File: config.mk
export PLATFORM = sky130hd
export DESIGN_NAME = lpc_host_engine
export DESIGN_NICKNAME = d
export VERILOG_FILES = /design/src/rtl/lpc_host_pkg.sv /design/src/rtl/lpc_req_filter.sv /design/src/rtl/lpc_sync_watch.sv /design/src/rtl/lpc_nibble_drive.sv /design/src/rtl/lpc_host_engine.sv
export SDC_FILE = /design/constraint.sdc
export NUM_CORES = 1
export LEC_CHECK = 0
export BUFFER_PORTS_ARGS = -buffer_cell sky130_fd_sc_hd__buf_4
export CAP_MARGIN = 10
export CORE_MARGIN = 2
export CORE_UTILIZATION = 50
export DETAILED_ROUTE_END_ITERATION = 7
export PLACE_DENSITY = 0.78
export REMOVE_ABC_BUFFERS = 1
export SYNTH_ARGS = -nofsm -noshare
export SYNTH_HDL_FRONTEND = slang
export SYNTH_SLANG_ARGS = --single-unit
File: constraint.sdc
create_clock -name clk -period 2.1 [get_ports clk]
set_input_delay 0.42 -clock clk [delete_from_list [all_inputs] [get_ports clk]]
set_output_delay 0.42 -clock clk [all_outputs]
set_load 0.03 [all_outputs]
File: src/rtl/lpc_host_pkg.sv
package lpc_host_pkg;

  // One-hot engine states
  typedef enum logic [11:0] {
    ST_IDLE   = 12'h001,
    ST_START  = 12'h002,
    ST_CYCTYP = 12'h004,
    ST_ADDR   = 12'h008,
    ST_HDATA  = 12'h010,
    ST_HTAR1  = 12'h020,
    ST_HTAR2  = 12'h040,
    ST_SYNC   = 12'h080,
    ST_PDATA  = 12'h100,
    ST_PTAR1  = 12'h200,
    ST_PTAR2  = 12'h400,
    ST_RETIRE = 12'h800
  } eng_state_e;

  localparam logic [3:0] NIB_START  = 4'b0000;
  localparam logic [3:0] NIB_IDLE   = 4'b1111;
  localparam logic [3:0] CT_IO_RD   = 4'b0000;
  localparam logic [3:0] CT_IO_WR   = 4'b0010;

  localparam logic [3:0] SYNC_READY = 4'b0000;
  localparam logic [3:0] SYNC_SHORT = 4'b0101;
  localparam logic [3:0] SYNC_LONG  = 4'b0110;
  localparam logic [3:0] SYNC_FAIL  = 4'b1010;

  localparam logic [1:0] TAG_IO     = 2'b01;
  localparam logic [3:0] SEL_BYTE   = 4'b0001;

endpackage

File: src/rtl/lpc_req_filter.sv
module lpc_req_filter
  import lpc_host_pkg::*;
(
  input  logic [1:0] tag,
  input  logic [3:0] sel,
  output logic       accept
);
  // Only single-byte I/O requests become bus frames
  assign accept = (tag == TAG_IO) && (sel == SEL_BYTE);
endmodule

File: src/rtl/lpc_sync_watch.sv
module lpc_sync_watch
  import lpc_host_pkg::*;
#(
  parameter int SHORT_MAX = 8,
  localparam int CW = $clog2(SHORT_MAX + 1)
) (
  input  logic          clk,
  input  logic          rst_n,
  input  logic          sample_en,
  input  logic [3:0]    code,
  output logic          done,
  output logic          fail,
  output logic          timeout,
  output logic [CW-1:0] wait_cnt
);
  logic is_short, is_long, is_ready;

  assign is_short = (code == SYNC_SHORT);
  assign is_long  = (code == SYNC_LONG);
  assign is_ready = (code == SYNC_READY);

  assign timeout = sample_en && is_short && (wait_cnt == CW'(SHORT_MAX));
  assign done    = sample_en && !is_short && !is_long;
  assign fail    = done && !is_ready;

  always_ff @(posedge clk) begin
    if (!rst_n) begin
      wait_cnt <= '0;
    end else if (sample_en && is_short && !timeout) begin
      wait_cnt <= wait_cnt + CW'(1);
    end else begin
      wait_cnt <= '0;
    end
  end
endmodule

File: src/rtl/lpc_nibble_drive.sv
module lpc_nibble_drive
  import lpc_host_pkg::*;
#(
  parameter int ADDR_W = 16,
  localparam int ADDR_NIBS = ADDR_W / 4,
  localparam int IDX_W = (ADDR_NIBS > 2) ? $clog2(ADDR_NIBS) : 1
) (
  input  eng_state_e        state,
  input  logic [IDX_W-1:0]  idx,
  input  logic              we,
  input  logic [ADDR_W-1:0] addr,
  input  logic [7:0]        wdata,
  output logic [3:0]        lad_out,
  output logic              lad_oe,
  output logic              lframe_n
);
  logic [3:0] addr_nib [ADDR_NIBS];

  // Most-significant nibble sits at index 0
  for (genvar g = 0; g < ADDR_NIBS; g++) begin : g_nib
    assign addr_nib[g] = addr[ADDR_W-1-4*g -: 4];
  end

  always_comb begin
    lad_out  = NIB_IDLE;
    lad_oe   = 1'b0;
    lframe_n = 1'b1;
    unique case (state)
      ST_START: begin
        lad_out  = NIB_START;
        lad_oe   = 1'b1;
        lframe_n = 1'b0;
      end
      ST_CYCTYP: begin
        lad_out = we ? CT_IO_WR : CT_IO_RD;
        lad_oe  = 1'b1;
      end
      ST_ADDR: begin
        lad_out = addr_nib[idx];
        lad_oe  = 1'b1;
      end
      ST_HDATA: begin
        lad_out = idx[0] ? wdata[7:4] : wdata[3:0];
        lad_oe  = 1'b1;
      end
      ST_HTAR1: begin
        lad_out = NIB_IDLE;
        lad_oe  = 1'b1;
      end
      default: begin
        lad_out  = NIB_IDLE;
        lad_oe   = 1'b0;
        lframe_n = 1'b1;
      end
    endcase
  end
endmodule

File: src/rtl/lpc_host_engine.sv
module lpc_host_engine
  import lpc_host_pkg::*;
#(
  parameter int ADDR_W = 16,
  parameter int SHORT_WAIT_MAX = 8
) (
  input  logic              clk,
  input  logic              rst_n,
  input  logic              bus_stb,
  input  logic              bus_we,
  input  logic [1:0]        bus_tag,
  input  logic [3:0]        bus_sel,
  input  logic [ADDR_W-1:0] bus_addr,
  input  logic [7:0]        bus_wdata,
  output logic [7:0]        bus_rdata,
  output logic              bus_ack,
  output logic              bus_err,
  input  logic [3:0]        lad_in,
  output logic [3:0]        lad_out,
  output logic              lad_oe,
  output logic              lframe_n
);
  localparam int ADDR_NIBS = ADDR_W / 4;
  localparam int IDX_W     = (ADDR_NIBS > 2) ? $clog2(ADDR_NIBS) : 1;
  localparam int WAIT_CW   = $clog2(SHORT_WAIT_MAX + 1);
  localparam logic [IDX_W-1:0] IDX_LAST = IDX_W'(ADDR_NIBS - 1);
  localparam logic [IDX_W-1:0] IDX_ONE  = IDX_W'(1);

  eng_state_e        state_q;
  logic [IDX_W-1:0]  idx_q;
  logic              we_q;
  logic [ADDR_W-1:0] addr_q;
  logic [7:0]        wdata_q;
  logic [7:0]        rdata_q;
  logic              err_q;

  logic               accept;
  logic               sync_done, sync_fail, sync_timeout;
  logic [WAIT_CW-1:0] wait_cnt;

  lpc_req_filter u_filter (
    .tag    (bus_tag),
    .sel    (bus_sel),
    .accept (accept)
  );

  lpc_sync_watch #(.SHORT_MAX(SHORT_WAIT_MAX)) u_sync (
    .clk       (clk),
    .rst_n     (rst_n),
    .sample_en (state_q == ST_SYNC),
    .code      (lad_in),
    .done      (sync_done),
    .fail      (sync_fail),
    .timeout   (sync_timeout),
    .wait_cnt  (wait_cnt)
  );

  lpc_nibble_drive #(.ADDR_W(ADDR_W)) u_drive (
    .state    (state_q),
    .idx      (idx_q),
    .we       (we_q),
    .addr     (addr_q),
    .wdata    (wdata_q),
    .lad_out  (lad_out),
    .lad_oe   (lad_oe),
    .lframe_n (lframe_n)
  );

  always_ff @(posedge clk) begin
    if (!rst_n) begin
      state_q <= ST_IDLE;
      idx_q   <= '0;
      we_q    <= 1'b0;
      addr_q  <= '0;
      wdata_q <= '0;
      rdata_q <= '0;
      err_q   <= 1'b0;
    end else begin
      unique case (state_q)
        ST_IDLE: begin
          idx_q <= '0;
          if (bus_stb) begin
            rdata_q <= '0;
            if (accept) begin
              state_q <= ST_START;
              we_q    <= bus_we;
              addr_q  <= bus_addr;
              wdata_q <= bus_wdata;
              err_q   <= 1'b0;
            end else begin
              state_q <= ST_RETIRE;
              err_q   <= 1'b1;
            end
          end
        end
        ST_START:  state_q <= ST_CYCTYP;
        ST_CYCTYP: begin
          state_q <= ST_ADDR;
          idx_q   <= '0;
        end
        ST_ADDR: begin
          if (idx_q == IDX_LAST) begin
            idx_q   <= '0;
            state_q <= we_q ? ST_HDATA : ST_HTAR1;
          end else begin
            idx_q <= idx_q + IDX_ONE;
          end
        end
        ST_HDATA: begin
          if (idx_q == IDX_ONE) begin
            idx_q   <= '0;
            state_q <= ST_HTAR1;
          end else begin
            idx_q <= idx_q + IDX_ONE;
          end
        end
        ST_HTAR1: state_q <= ST_HTAR2;
        ST_HTAR2: state_q <= ST_SYNC;
        ST_SYNC: begin
          if (sync_timeout) begin
            err_q   <= 1'b1;
            state_q <= ST_PTAR1;
          end else if (sync_done) begin
            err_q   <= sync_fail;
            state_q <= we_q ? ST_PTAR1 : ST_PDATA;
            idx_q   <= '0;
          end
        end
        ST_PDATA: begin
          if (idx_q == IDX_ONE) begin
            rdata_q[7:4] <= lad_in;
            idx_q        <= '0;
            state_q      <= ST_PTAR1;
          end else begin
            rdata_q[3:0] <= lad_in;
            idx_q        <= idx_q + IDX_ONE;
          end
        end
        ST_PTAR1:  state_q <= ST_PTAR2;
        ST_PTAR2:  state_q <= ST_RETIRE;
        ST_RETIRE: state_q <= ST_IDLE;
        default:   state_q <= ST_IDLE;
      endcase
    end
  end

  assign bus_ack   = (state_q == ST_RETIRE);
  assign bus_err   = bus_ack && err_q;
  assign bus_rdata = rdata_q;

endmodule

==> run summary, run 1 <==
The count of endpoints failing setup in the final report came out at 19. In this run the clock root is driven by a clkbuf_8. Headroom to the max-slew limit came out at 69.66%. In the routed layout, each cell is associated on average with a via count of 5.878. The number of port buffers is 53. Of all flip-flops after synthesis, the portion carrying an async set or reset was 0%. For this run, design rule violations remaining after detail routing come to 0. The count of cell types in the netlist is 55. The worst clock skew on the final layout came out at 4.897 ps. The number of maximum-capacitance violations came out at 0. Of the total power, the share spent switching nets is 25.55%. In this run the worst setup path begins at state_q[11]. The total routed wirelength came out at 8596 µm. Counting I/O delays and the setup requirement, the final critical path takes 2366 ps. The worst setup margin is -266.1 ps. The number of H-tree branching levels came out at 2.

The standard cell area after detailed placement came out at 3440 µm². The area used by multi-input combinational logic came out at between 1500 and 2000 µm². The flop and latch count out of synthesis came out at between 50 and 60. The effective utilization at floorplan is 52.73%.

The startpoint identified for the worst hold timing path is bus_wdata[0]. In the layout the commonest cells are buf_4, nor2_1, dfxtp_1. STA puts the critical path data arrival time at 1950 ps.

The all-layer global routing usage is 25.53%. The later pin in the worst-skew pair is clocked with a latency of 310 ps. The number of antenna violations at the first check in global routing came to 0.

The number of DRC markers after the initial detailed-route iteration is 248. The checks that failed: setup timing. The number of antenna diodes in the final layout is 0. The length of the first detailed-routing pass in iterations came out at 5.

The sequential area share after synthesis is 38.17%. The proportion of layout cells with a drive suffix above 1 is 44.47%. The sequential fraction of design power is 44.0%. The startpoint identified for the worst register-to-register timing path is state_q[11]. The most common cell after layout, fill and taps aside is buf_4. The count of cells in the finished layout, fillers not included, comes to 468. The storage element area is 1072 µm².

The average wire per cell in the routed design came out at 18.37 µm. The number of buffers inserted by hold repair at cts is 0. The upper clock frequency limit came out at 422.6 MHz. The yosys synthesis warning count is 0.

The total power divided by cell area came out at 565.6 nW/µm². The predominant post-synthesis flop cell is dfxtp_1. The wire length of the first global-routing pass came out at approximately 12,000 µm. The CTS tree is done. STA classifies the critical path startpoint as a flip-flop. Detailed routing inserted a total of 2,751 vias. The remaining antenna violation count is 0. The worst-case IR drop observed on VDD is ~0.38 mV.

After clock tree synthesis, the clock-pin slew on the worst setup and hold paths is 90 ps. In this run, the clock network consumes 35.2% of the power. The analysis attributes to cell leakage a power of 1.839 nW. Including well taps, the total number of placed cells is 437. At the worst endpoint, the required time is 1680 ps. Buffers inserted during clock tree synthesis total 5.

The worst setup path is of the flip-flop to output pin kind. The number of synthesized flops with an enable pin came out at 0. 54 I/O pins were placed. The final net count came out at 441. The internal power consumption is between 0.0015 and 0.002 W. The design area is between 4000 and 5000 µm².

The flow ran to the end, but the final reports show violations. The number of sinks handled by clock tree synthesis is between 50 and 60. The maximum root-to-sink buffer count is 2. Combinational logic burns between 20% and 30% of the power. Dividing the final minimum period by the clock period gives 112.7%. The floorplan step defined a die boundary enclosing 6062 µm². The min-delay analysis places its worst path in the category input port to flip-flop. In this run the horizontal extent of the chip is 77.86 µm. Compared with the post-synthesis result, the final layout area differs by 48.12%. The synthesized cell area came out at about 2700 µm².

The vertical extent of the die is between 70 and 80 µm. The analysis attributes to net switching a power of 0.0005839 W. The via count of the first global-routing pass came to 2,678. The largest fanout of any net on the critical path is 5.

The row count came out at 26. The HPWL reported at the end of detailed placement is 5264 µm. The number of slew-limit violations in the final report is 0. For this run the aggregate overflow at the end of global routing stands at 0. The capturing element type of the critical path is an output pin. Setup repair after global routing could not meet its margin everywhere. The total count of hold-check failures in the final report is 0. The count of fill cells added during filler insertion came out at 311.

Each instance of the synthesized netlist takes up on average 9.438 µm². The transition time at the pin with the least slew margin came out at 451.7 ps. The final-layout worst hold slack came out at 337.4 ps. Entering global routing, the biggest net connects 31 pins. The area of the core region is ~5200 µm². The global placement routability congestion is ~0.94. The post-synthesis cell count came out at 289.
## cells by family (layout without fill, tap and decap cells)
logic type / count (synthesis) / after routing / share of synthesized area (%)
buf+inv: 26 / 135 / 5.137
mux: 41 / 41 / 16.88
compound gates: 29 / 29 / 8.075
xor+xnor: 6 / 6 / 1.927
fa+ha+maj: 5 / 5 / 2.294
flops: 52 / 52 / 38.17
simple gates: 130 / 130 / 27.52
## layout make-up
type                    count  share of cell area, %
well taps                  70                  2.168
clock inverters             2                  1.487
repair buffers            117                  24.00
multi-input cells         211                  43.08
flip-flops and latches     52                  26.54
inverters                  11                  1.022
clock buffers               5                  1.703
## flip-flops by register name, summed over array words and instances, names as in the netlist
signal / flops
addr_q: 16
state_q: 12
bus_rdata: 8
wdata_q: 8
u_sync.wait_cnt: 4
idx_q: 2
err_q: 1
we_q: 1
## routing by layer
layer | GRT usage, % | wire [µm] | vias up
met4 | 9.464 | 267 | 0
met2 | 45.09 | 4366 | 128
met1 | 30.06 | 3424 | 1326
met3 | 5.698 | 537 | 32
met5 | 0 | 0 | -
li1 | - | - | 1265
## cell usage after synthesis, types with 2 or more instances
cell | number | share of area, %
a21oi_1 | 4 | 0.73
a31o_1 | 3 | 0.96
and2_1 | 3 | 0.69
and3_1 | 7 | 1.6
and4_1 | 2 | 0.64
and4b_1 | 2 | 0.73
buf_2 | 4 | 0.73
buf_6 | 5 | 2.1
clkbuf_1 | 6 | 0.83
dfxtp_1 | 52 | 38
ha_1 | 5 | 2.3
inv_1 | 11 | 1.5
mux2i_1 | 37 | 14
mux4_2 | 4 | 3.3
nand2_1 | 11 | 1.5
nand2b_1 | 5 | 1.1
nand3_1 | 14 | 2.6
nand3b_1 | 2 | 0.55
nand4_1 | 5 | 1.1
nor2_1 | 43 | 5.9
nor2b_1 | 7 | 1.6
nor3_1 | 7 | 1.3
nor3b_1 | 2 | 0.55
nor4_1 | 5 | 1.1
o21ai_0 | 4 | 0.73
o21ai_1 | 2 | 0.37
o221ai_1 | 3 | 0.96
or4_1 | 2 | 0.55
or4b_1 | 2 | 0.73
xor2_1 | 5 | 1.6
## worst paths after layout
path,to,slack (ps),cells after the start
min reg2reg,bus_rdata[1],470,2
min,wdata_q[0],340,3
max reg2reg,idx_q[1],-120,7
max,lad_out[1],-270,6
## per-stage QoR
step	total power (W)	TNS, ps	setup WS, ps	utilization (%)
finish	0.002285	-1934	-266.1	78.11
global route	0.002354	-3834	-330.7	78.11
CTS	0.002212	-1172	-224.0	73.44
detailed placement	0.001392	-881.2	-138.7	66.50
global placement	0.001383	-246.6	-52.13	66.50
floorplan	0.001214	-13530	-493.0	-
## power groups by stage
| stage | registers (W) | logic (W) | clock network [W] |
|---|---|---|---|
| 6_report | 0.00101 | 0.000476 | 0.000804 |
| 5_1_grt | 0.00101 | 0.000499 | 0.000847 |
| 4_1_cts | 0.00101 | 0.000408 | 0.000799 |
| 3_5_place_dp | 0.00103 | 0.000363 | 0 |
| 3_3_place_gp | 0.00103 | 0.000355 | 0 |
| 2_1_floorplan | 0.00103 | 0.000183 | 0 |
## critical path, cell delays in order (launching register included)
cell and delay (ps):
dfxtp_4 370, or4_4 570, nor2_4 150, nand3_4 120
o22a_1 220, nand2_1 70, buf_6 130
## timing repair
item                       CTS  global route
gates resized for setup     38            31
setup endpoints to repair   15            30
pin swaps                   11            10
gates cloned                 0             1
setup buffers               11            13
No activity file was read; power rests on OpenSTA's default activity.
==> run 2, diff against run 1 <==
--- a/config.mk
+++ b/config.mk
@@ -5,13 +5,15 @@
 export SDC_FILE = /design/constraint.sdc
 export NUM_CORES = 1
 export LEC_CHECK = 0
+export ABC_AREA = 1
 export BUFFER_PORTS_ARGS = -buffer_cell sky130_fd_sc_hd__buf_4
 export CAP_MARGIN = 10
 export CORE_MARGIN = 2
-export CORE_UTILIZATION = 50
+export CORE_UTILIZATION = 49
 export DETAILED_ROUTE_END_ITERATION = 7
-export PLACE_DENSITY = 0.78
+export PLACE_DENSITY = 0.77
 export REMOVE_ABC_BUFFERS = 1
+export SKIP_LAST_GASP = 1
 export SYNTH_ARGS = -nofsm -noshare
 export SYNTH_HDL_FRONTEND = slang
 export SYNTH_SLANG_ARGS = --single-unit
==> run 2 against run 1 <==
Highest routed layer unchanged. First-iteration DRC count down 26%. Critical endpoint unchanged. Cell area down 13%. Clock skew up 1.0 ps. Clock-buffer cell count up 1. The flow still finishes with violations (setup timing). Sequential power up 17%. Synthesized area down 2.2%. Register-to-register slack better by 300 ps. Clock power down 15%. Largest cell class unchanged. Synthesized cell count up 38%.
==> run summary, run 2 <==
The clock latency on the worst-skew pair is 300 ps (about the same). The number of DRC markers after the initial detailed-route iteration is 183 (-26%). The count of endpoints failing setup in the final report came to 3 (-16). The biggest area contributor in the post-synthesis netlist is dfxtp_1. The power after layout is 0.003400 W (+49%). The number of buffers inserted by hold repair at cts came out at 0 (unchanged). The critical hold path startpoint is bus_addr[8]. The number of slew-limit violations in the final report came out at 0 (unchanged).

The count of unresolved DRC violations after routing came to 0 (unchanged). The highest layer touched by signal routing is met4. The standby leakage power is 1.632 nW (-11%). The predominant post-synthesis flop cell is dfxtp_1.

The number of synthesized flops with an enable pin was 0 (unchanged). The signal on the critical path passes through nor2_4 > inv_2 > nor3_4 > buf_4 > nand3_1 > o2111ai_4 > buf_6. The via count of the first global-routing pass is 2,448 (-8.6%). The flow ran to the end, but the final reports show violations. The via count of the routed design is 2,733 (-0.65%). The worst reg2reg path endpoint is bus_rdata[4]. The top cell type's share of synthesized area is 39.04% (+0.88 points). The design area is 3502 µm² (-13%). The number of maximum-capacitance violations is 0 (unchanged).

The yosys synthesis warning count was 0 (unchanged). The proportion of layout cells with a drive suffix above 1 was 27.80% (-17 points). The setup path with the least slack is of type flip-flop to output pin. The clock slew at the register clock pins of the worst setup and hold paths came to 90 ps (about the same). The count of fill cells added during filler insertion is 488 (+57%).

The worst clock skew on the final layout is 5.922 ps (+1.025 ps). The flop and latch count out of synthesis was 52 (unchanged). The end-of-flow core utilization came to 67.71% (-10 points). The peak supply drop came out at 0.4311 mV (+13%). The capturing element type of the critical path is an output pin. By area the synthesized netlist is led by dfxtp_1, nor2_1, nand2_1.

The largest fanout of any net on the critical path is 3 (-2). Setup repair after global routing could not meet its margin everywhere. The total power divided by cell area came out at 970.7 nW/µm² (+72%). The area growth from synthesis to layout is 31.35%. The cell with the most instances after synthesis is nor2_1. Sorting the synthesized cells by how often they occur yields nor2_1, nand2_1, dfxtp_1. The slowest stage of the critical path belongs to the cell dfxtp_2. The mean number of vias per cell is 5.118 (-13%). The number of port buffers was 53 (unchanged). The cell depth of the worst hold path is 3 (unchanged). The standard cell area after detailed placement came out at 3131 µm² (-9.0%). The post-synthesis area per instance came out at 6.699 µm² (-29%). The type of the tightest min-delay check is input port to flip-flop. The area of the die is 6047 µm² (-0.24%). The top cell types in the final layout, fill and taps aside, are nor2_1, buf_4, nand2_1. The count of inserted antenna diode cells is 0 (unchanged). The register-to-register setup slack is 180 ps (+300 ps). The final period demand of the worst path is 2128 ps (-237.8 ps). The wire length of the first global-routing pass came to 10,620 µm (-14%). The row count is 26 (unchanged). More flip-flops sit in one register than any other, and that register is addr_q. The total count of hold-check failures in the final report is 0 (unchanged). The number of buffers created by CTS was 5 (unchanged). Clock tree synthesis selected as its root buffer the cell clkbuf_8.

The count of cell types in the netlist is 34 (-38%). The post-route met1 wirelength came out at 2923 µm (-15%). The required time at the endpoint of the critical path was 1680 ps (about the same).

The upper clock frequency limit came out at 469.9 MHz (+11%). The worst setup margin came out at -28.32 ps (+237.8 ps). The startpoint of the lowest-slack register-to-register path is state_q[5]. The routed length on met2 is 3240 µm (-26%). The pin count of the biggest net entering global routing is 37 (+19%). The final net count came out at 506 (+15%). The library cell used most frequently in the layout, excluding fill and tap cells, is nor2_1. The boundary pin count was 54 (unchanged). The sequential area share after synthesis came to 39.04% (+0.88 points). The delay of the slowest cell on the worst path came out at 360 ps (-210 ps). The all-layer global routing usage is 21.29% (-4.2 points). The vertical extent of the die came to 77.77 µm (-0.12%).

The largest registers in the layout are addr_q (16), state_q (12). The path with the worst hold slack has its endpoint at addr_q[8]. The headroom to the max-slew limit came to 65.51% (-4.1 points). The arrival time of the worst setup path came out at 1710 ps (-240 ps).

The total routed wirelength is 6689 µm (-22%). The number of H-tree branching levels is 2 (unchanged). The maximum root-to-sink buffer count came out at 2 (unchanged). The average wire per cell in the routed design is 12.53 µm (-32%).

The total congestion overflow came out at 0 (unchanged). The final reports fail on setup timing. The remaining antenna violation count came out at 0 (unchanged). The CTS tree is done.

The effective utilization at floorplan is 51.55% (-1.2 points). The length of routed met3 wiring is 403 µm (-25%). The share of async-settable or async-resettable flops after synthesis came out at 0% (unchanged). The synthesized cell area is 2666 µm² (-2.2%). The category of the worst setup path launch point is a flip-flop. The cell class contributing the biggest share of worst-path delay is simple AND/OR/NAND/NOR gates. The number of cell instances on the worst register-to-register path is 13 (+6). The post-synthesis cell count came out at 398 (+38%). The die width is 77.77 µm (-0.12%). The number of sinks handled by clock tree synthesis came out at 52 (unchanged). The final-layout worst hold slack is 334.0 ps (-3.387 ps). The number of antenna violations at the first check in global routing came to 0 (unchanged). The transition time at the pin with the least slew margin is 516.7 ps (+65.01 ps).

The flip-flop count of the largest register after layout came out at 16 (unchanged). The length of the first detailed-routing pass in iterations came out at 4 (-1). The buffer and inverter count on the worst path came out at 3 (+2). The global placement routability congestion was 0.8487 (-9.8%).

The HPWL reported at the end of detailed placement is 4548 µm (-14%). The post-route fraction of the period consumed by the critical path came out at 101.3% (-11 points). The area of the core region came to 5172 µm² (unchanged).
-- run 2: timing repair --
action,in CTS,in global routing
pin swaps,3,15
resized for setup,14,35
setup endpoints to repair,7,8
buffers inserted,4,8
-- run 2: stage by stage --
stage / worst slack [ps] / setup TNS [ps] / cells
floorplan: -611.2 / -684.8 / 385
global placement: 188.4 / 0 / 514
detailed placement: 128.4 / 0 / 514
CTS: -17.91 / -39.36 / 526
global route: -115.7 / -547.6 / 534
finish: -28.32 / -69.20 / 534
-- run 2: kinds of logic after synthesis --
family | after synthesis | share of synthesized area, %
DFF | 52 | 39.04
AOI/OAI and AO/OA | 76 | 15.11
xor gates and xnor gates | 2 | 0.6571
buffers and inverters | 62 | 9.385
adders and majority gates | 5 | 2.346
and+or+nand+nor | 201 | 33.46
-- run 2: area by class of cell --
class,instances,area (µm²),share of cell area (%)
clock buffers,6,72.57,2.072
clock inverters,2,35.03,1.000
inverters,49,183.9,5.252
multi-input cells,284,1524,43.52
flip-flops and latches,52,1055,30.12
well taps,70,87.58,2.501
repair buffers,71,544.3,15.54
-- run 2: layer usage --
| layer | up-vias | global-route usage, % |
|---|---|---|
| met3 | 17 | 3.605 |
| li1 | 1402 | - |
| met4 | 0 | 6.786 |
| met2 | 92 | 35.78 |
| met1 | 1222 | 27.77 |
| met5 | - | 0 |
-- run 2: worst max-delay path by stage --
stage,start,to,slack [ps],cells after the start
CTS,state_q[6],lad_out[1],-20,7
global placement,state_q[3],lad_out[1],190,7
floorplan,state_q[6],bus_err,-610,7
finish,state_q[7],lad_out[1],-30,7
global route,state_q[7],lad_out[0],-120,8
detailed placement,state_q[6],lad_out[1],130,7
-- run 2: tightest hold or removal path, stage by stage --
cell and delay (ps):
buf_4 70, nor2_1 30, nor2_1 80
-- run 2: where the power goes --
group	total, W	switching (W)	internal, W	leakage [nW]
Clock	0.000681	0.000327	0.000354	0.0552
Sequential	0.00118	0.0000816	0.00110	0.425
Combinational	0.00154	0.000955	0.000586	1.15
==> run 3, diff against run 2 <==
--- a/config.mk
+++ b/config.mk
@@ -9,11 +9,12 @@
 export BUFFER_PORTS_ARGS = -buffer_cell sky130_fd_sc_hd__buf_4
 export CAP_MARGIN = 10
 export CORE_MARGIN = 2
-export CORE_UTILIZATION = 49
+export CORE_UTILIZATION = 51
 export DETAILED_ROUTE_END_ITERATION = 7
-export PLACE_DENSITY = 0.77
+export PLACE_DENSITY = 0.79
 export REMOVE_ABC_BUFFERS = 1
 export SKIP_LAST_GASP = 1
 export SYNTH_ARGS = -nofsm -noshare
 export SYNTH_HDL_FRONTEND = slang
+export SYNTH_HIERARCHICAL = 1
 export SYNTH_SLANG_ARGS = --single-unit
==> run 3 against run 2 <==
The flow now finishes without violations. Fmax rose by 6.7%. Worst setup slack better by 130 ps. Sequential cell count unchanged. Die area up 12%. Critical path type is now flip-flop to flip-flop. Largest cell class unchanged. Largest power group unchanged.
==> run summary, run 3 <==
The peak supply drop came to 0.6320 mV (+47%). The largest fanout of any net on the critical path came to 7 (+4). The effective utilization at floorplan came out at 52.70% (+1.2 points). TritonCTS built the clock tree. The wire length of the first global-routing pass came to 10,780 µm (+1.6%). The yosys synthesis warning count is 6 (+6). The final net count is 567 (+12%). The worst setup path is launched from a flip-flop. The flop and latch count out of synthesis came out at 52 (unchanged).

The power after layout is 0.003559 W (+4.7%). The area of the die was 6760 µm² (+12%). The register-to-register setup slack is 110 ps (-70 ps). The required time at the endpoint of the critical path was 2350 ps (+670 ps). The worst hold path belongs to the class input port to flip-flop. The share of async-settable or async-resettable flops after synthesis is 0% (unchanged). The upper clock frequency limit is 501.3 MHz (+6.7%). The final-layout worst hold slack came out at 370.2 ps (+36.24 ps).

Setup repair after global routing could not meet its margin everywhere. The total routed wirelength is 6544 µm (-2.2%). The area used by multi-input combinational logic is 1632 µm² (+7.1%).

The total placed cells including tap cells came out at 590 (+15%). The end-of-flow core utilization is 62.95% (-4.8 points). The flip-flop count of the largest register after layout is 16 (unchanged). The final period demand of the worst path came to 1995 ps (-133.7 ps). The global placement routability congestion came out at 0.8818 (+3.9%). The cell with the most instances after synthesis is inv_1.

The count of inserted antenna diode cells came out at 0 (unchanged). The all-layer global routing usage came out at 20.31% (-0.99 points). The destination of the worst hold path is addr_q[13]. The number of synthesized flops with an enable pin came out at 0 (unchanged).

The number of DRC markers after the initial detailed-route iteration came out at 144 (-21%). The number of sinks handled by clock tree synthesis was 52 (unchanged). The clock slew at the register clock pins of the worst setup and hold paths is 90 ps (about the same). The average wire per cell in the routed design is 10.91 µm (-13%). The standby leakage power came out at 1.710 nW (+4.8%). The vertical extent of the die came out at 82.22 µm (+5.7%). The number of port buffers came out at 53 (unchanged). The most used flip-flop cell after synthesis is dfxtp_1. The area growth from synthesis to layout is 19.45%.

The worst setup path is captured at a flip-flop. In the layout the commonest cells are inv_1, nand2_1, nor2_1. The HPWL reported at the end of detailed placement came to 4779 µm (+5.1%). The headroom to the max-slew limit is 67.51% (+2.0 points).

The total congestion overflow is 0 (unchanged). The number of cell instances on the worst register-to-register path came out at 16 (+3). The area of the core region came out at 5921 µm² (+14%). The post-route non-filler standard cell count came out at 600 (+12%). By area the synthesized netlist is led by dfxtp_1, inv_1, nand2_1.

The number of buffers created by CTS is 5 (unchanged). The post-synthesis cell type with the largest combined area is dfxtp_1. The largest registers in the layout are addr_q (16), state_q (12). The pin count of the biggest net entering global routing is 51 (+38%). The library cell used most frequently in the layout, excluding fill and tap cells, is inv_1. Sorting the synthesized cells by how often they occur yields inv_1, nand2_1, nor2_1. The cell family contributing the most delay on the critical path is simple AND/OR/NAND/NOR gates. The remaining antenna violation count came out at 0 (unchanged). In this run the most critical hold path is launched from bus_addr[13]. The run finished with clean final reports. The number of buffers inserted by hold repair at cts came out at 0 (unchanged). The total count of hold-check failures in the final report was 0 (unchanged). The maximum root-to-sink buffer count is 2 (unchanged). The startpoint of the lowest-slack register-to-register path is state_q[1].

The via count of the routed design came to 2,883 (+5.5%). The number of maximum-capacitance violations is 0 (unchanged). The critical path starts at state_q[1]. The worst clock skew on the final layout is 2.448 ps (-3.474 ps).

The register bank with the most flops is addr_q. The proportion of layout cells with a drive suffix above 1 came out at 24.38% (-3.4 points). The post-route fraction of the period consumed by the critical path came out at 94.98% (-6.4 points). The count of unresolved DRC violations after routing is 0 (unchanged). The category of the most critical setup path is flip-flop to flip-flop. The cell depth of the worst hold path is 3 (unchanged).

The count of cell types in the netlist is 33 (-2.9%). The row count came out at 28 (+7.7%). The sequential area share after synthesis came out at 33.36% (-5.7 points).

The mean number of vias per cell is 4.805 (-6.1%). The storage element area is 1060 µm² (+0.47%). The via count of the first global-routing pass came out at 2,493 (+1.8%). The arrival time of the worst setup path came out at 2240 ps (+530 ps). The count of endpoints failing setup in the final report came out at 0 (-3). The length of the first detailed-routing pass in iterations came out at 4 (unchanged).

The die width is 82.22 µm (+5.7%). The synthesized cell area came out at 3120 µm² (+17%). The clock root buffer is clkbuf_8. The count of fill cells added during filler insertion came to 548 (+12%). The number of H-tree branching levels is 2 (unchanged). The number of slew-limit violations in the final report is 0 (unchanged). The total power divided by cell area is 954.9 nW/µm² (-1.6%). The number of antenna violations at the first check in global routing is 0 (unchanged). The post-synthesis cell count came to 469 (+18%). The delay of the slowest cell on the worst path came out at 380 ps (+20 ps).

The buffer and inverter count on the worst path is 2 (-1). The critical path goes through nor2_4 > nand2_2 > nor2_4 > nand2_4 > inv_4 > nand3_1 > nor2_2 > and2_4 > nor2_1 > nand2_1 > nand2_2 > inv_2 > nand2_1 > nand2_1 > nand2_1 > nor2_1. The boundary pin count came out at 54 (unchanged). In this run the critical register-to-register path is captured at state_q[7]. The clock latency on the worst-skew pair is 300 ps (about the same). The largest individual stage delay along the critical path comes from the cell dfxtp_4. The most numerous cell type found on the critical path is nand2_1. The post-route setup TNS came out at 0 ps (+69.20 ps). The top cell type's share of synthesized area is 33.36% (-5.7 points). The post-synthesis area per instance is 6.654 µm² (-0.68%). The transition time at the pin with the least slew margin is 487.3 ps (-29.44 ps).
## run 3: area by class of cell
cell class,count,area share [%]
clock buffers,7,2.316
well taps,75,2.518
repair buffers,58,12.12
inverters,105,10.64
multi-input cells,302,43.77
clock inverters,1,0.2014
flip-flops and latches,52,28.43
## run 3: repair_timing
action,4_1_cts,5_1_grt
hold endpoints to repair,0,0
setup buffers,0,2
endpoints found under the setup margin,2,16
pin swaps,0,7
resized for setup,2,19
## run 3: kinds of logic after synthesis
logic type | share of synthesized area, %
AND/OR/NAND/NOR | 35.97
buffers and inverters | 15.28
AO/OA/AOI/OAI | 12.15
flip-flops | 33.36
adder cells (fa/ha/maj) | 2.005
multiplexers | 0.9623
XOR/XNOR | 0.2807
## run 3: report_power, final
| part | internal (W) | switching, W |
|---|---|---|
| clock network | 0.000268 | 0.000329 |
| registers | 0.00112 | 0.000115 |
| logic | 0.000617 | 0.00111 |
## run 3: metal layers
| layer | track usage, % | vias up | routed length (µm) |
|---|---|---|---|
| met4 | 6.000 | 0 | 93 |
| li1 | - | 1548 | - |
| met3 | 3.261 | 7 | 271 |
| met1 | 26.41 | 1270 | 3074 |
| met2 | 34.52 | 58 | 3105 |
| met5 | 0 | - | 0 |
## run 3: how the worst max path moves through the flow
stage                             to  slack, ps  depth (start not counted)
after detailed placement  state_q[8]         30                         14
after CTS                 state_q[8]         20                         14
after global routing           err_q        -50                         16
after floorplan           state_q[8]        280                         14
final                     state_q[7]        110                         16
after global placement    state_q[8]        150                         14
## run 3: metrics by stage
| step | area [µm²] | setup WS [ps] |
|---|---|---|
| floorplan | 3038 | 283.7 |
| CTS | 3666 | 17.00 |
| detailed placement | 3565 | 27.38 |
| global placement | 3565 | 153.2 |
| finish | 3727 | 105.4 |
| global route | 3727 | -51.35 |
## run 3: worst min-delay path: stages
cell and delay [ps]:
buf_4 70, o21ai_1 50, a21oi_1 90
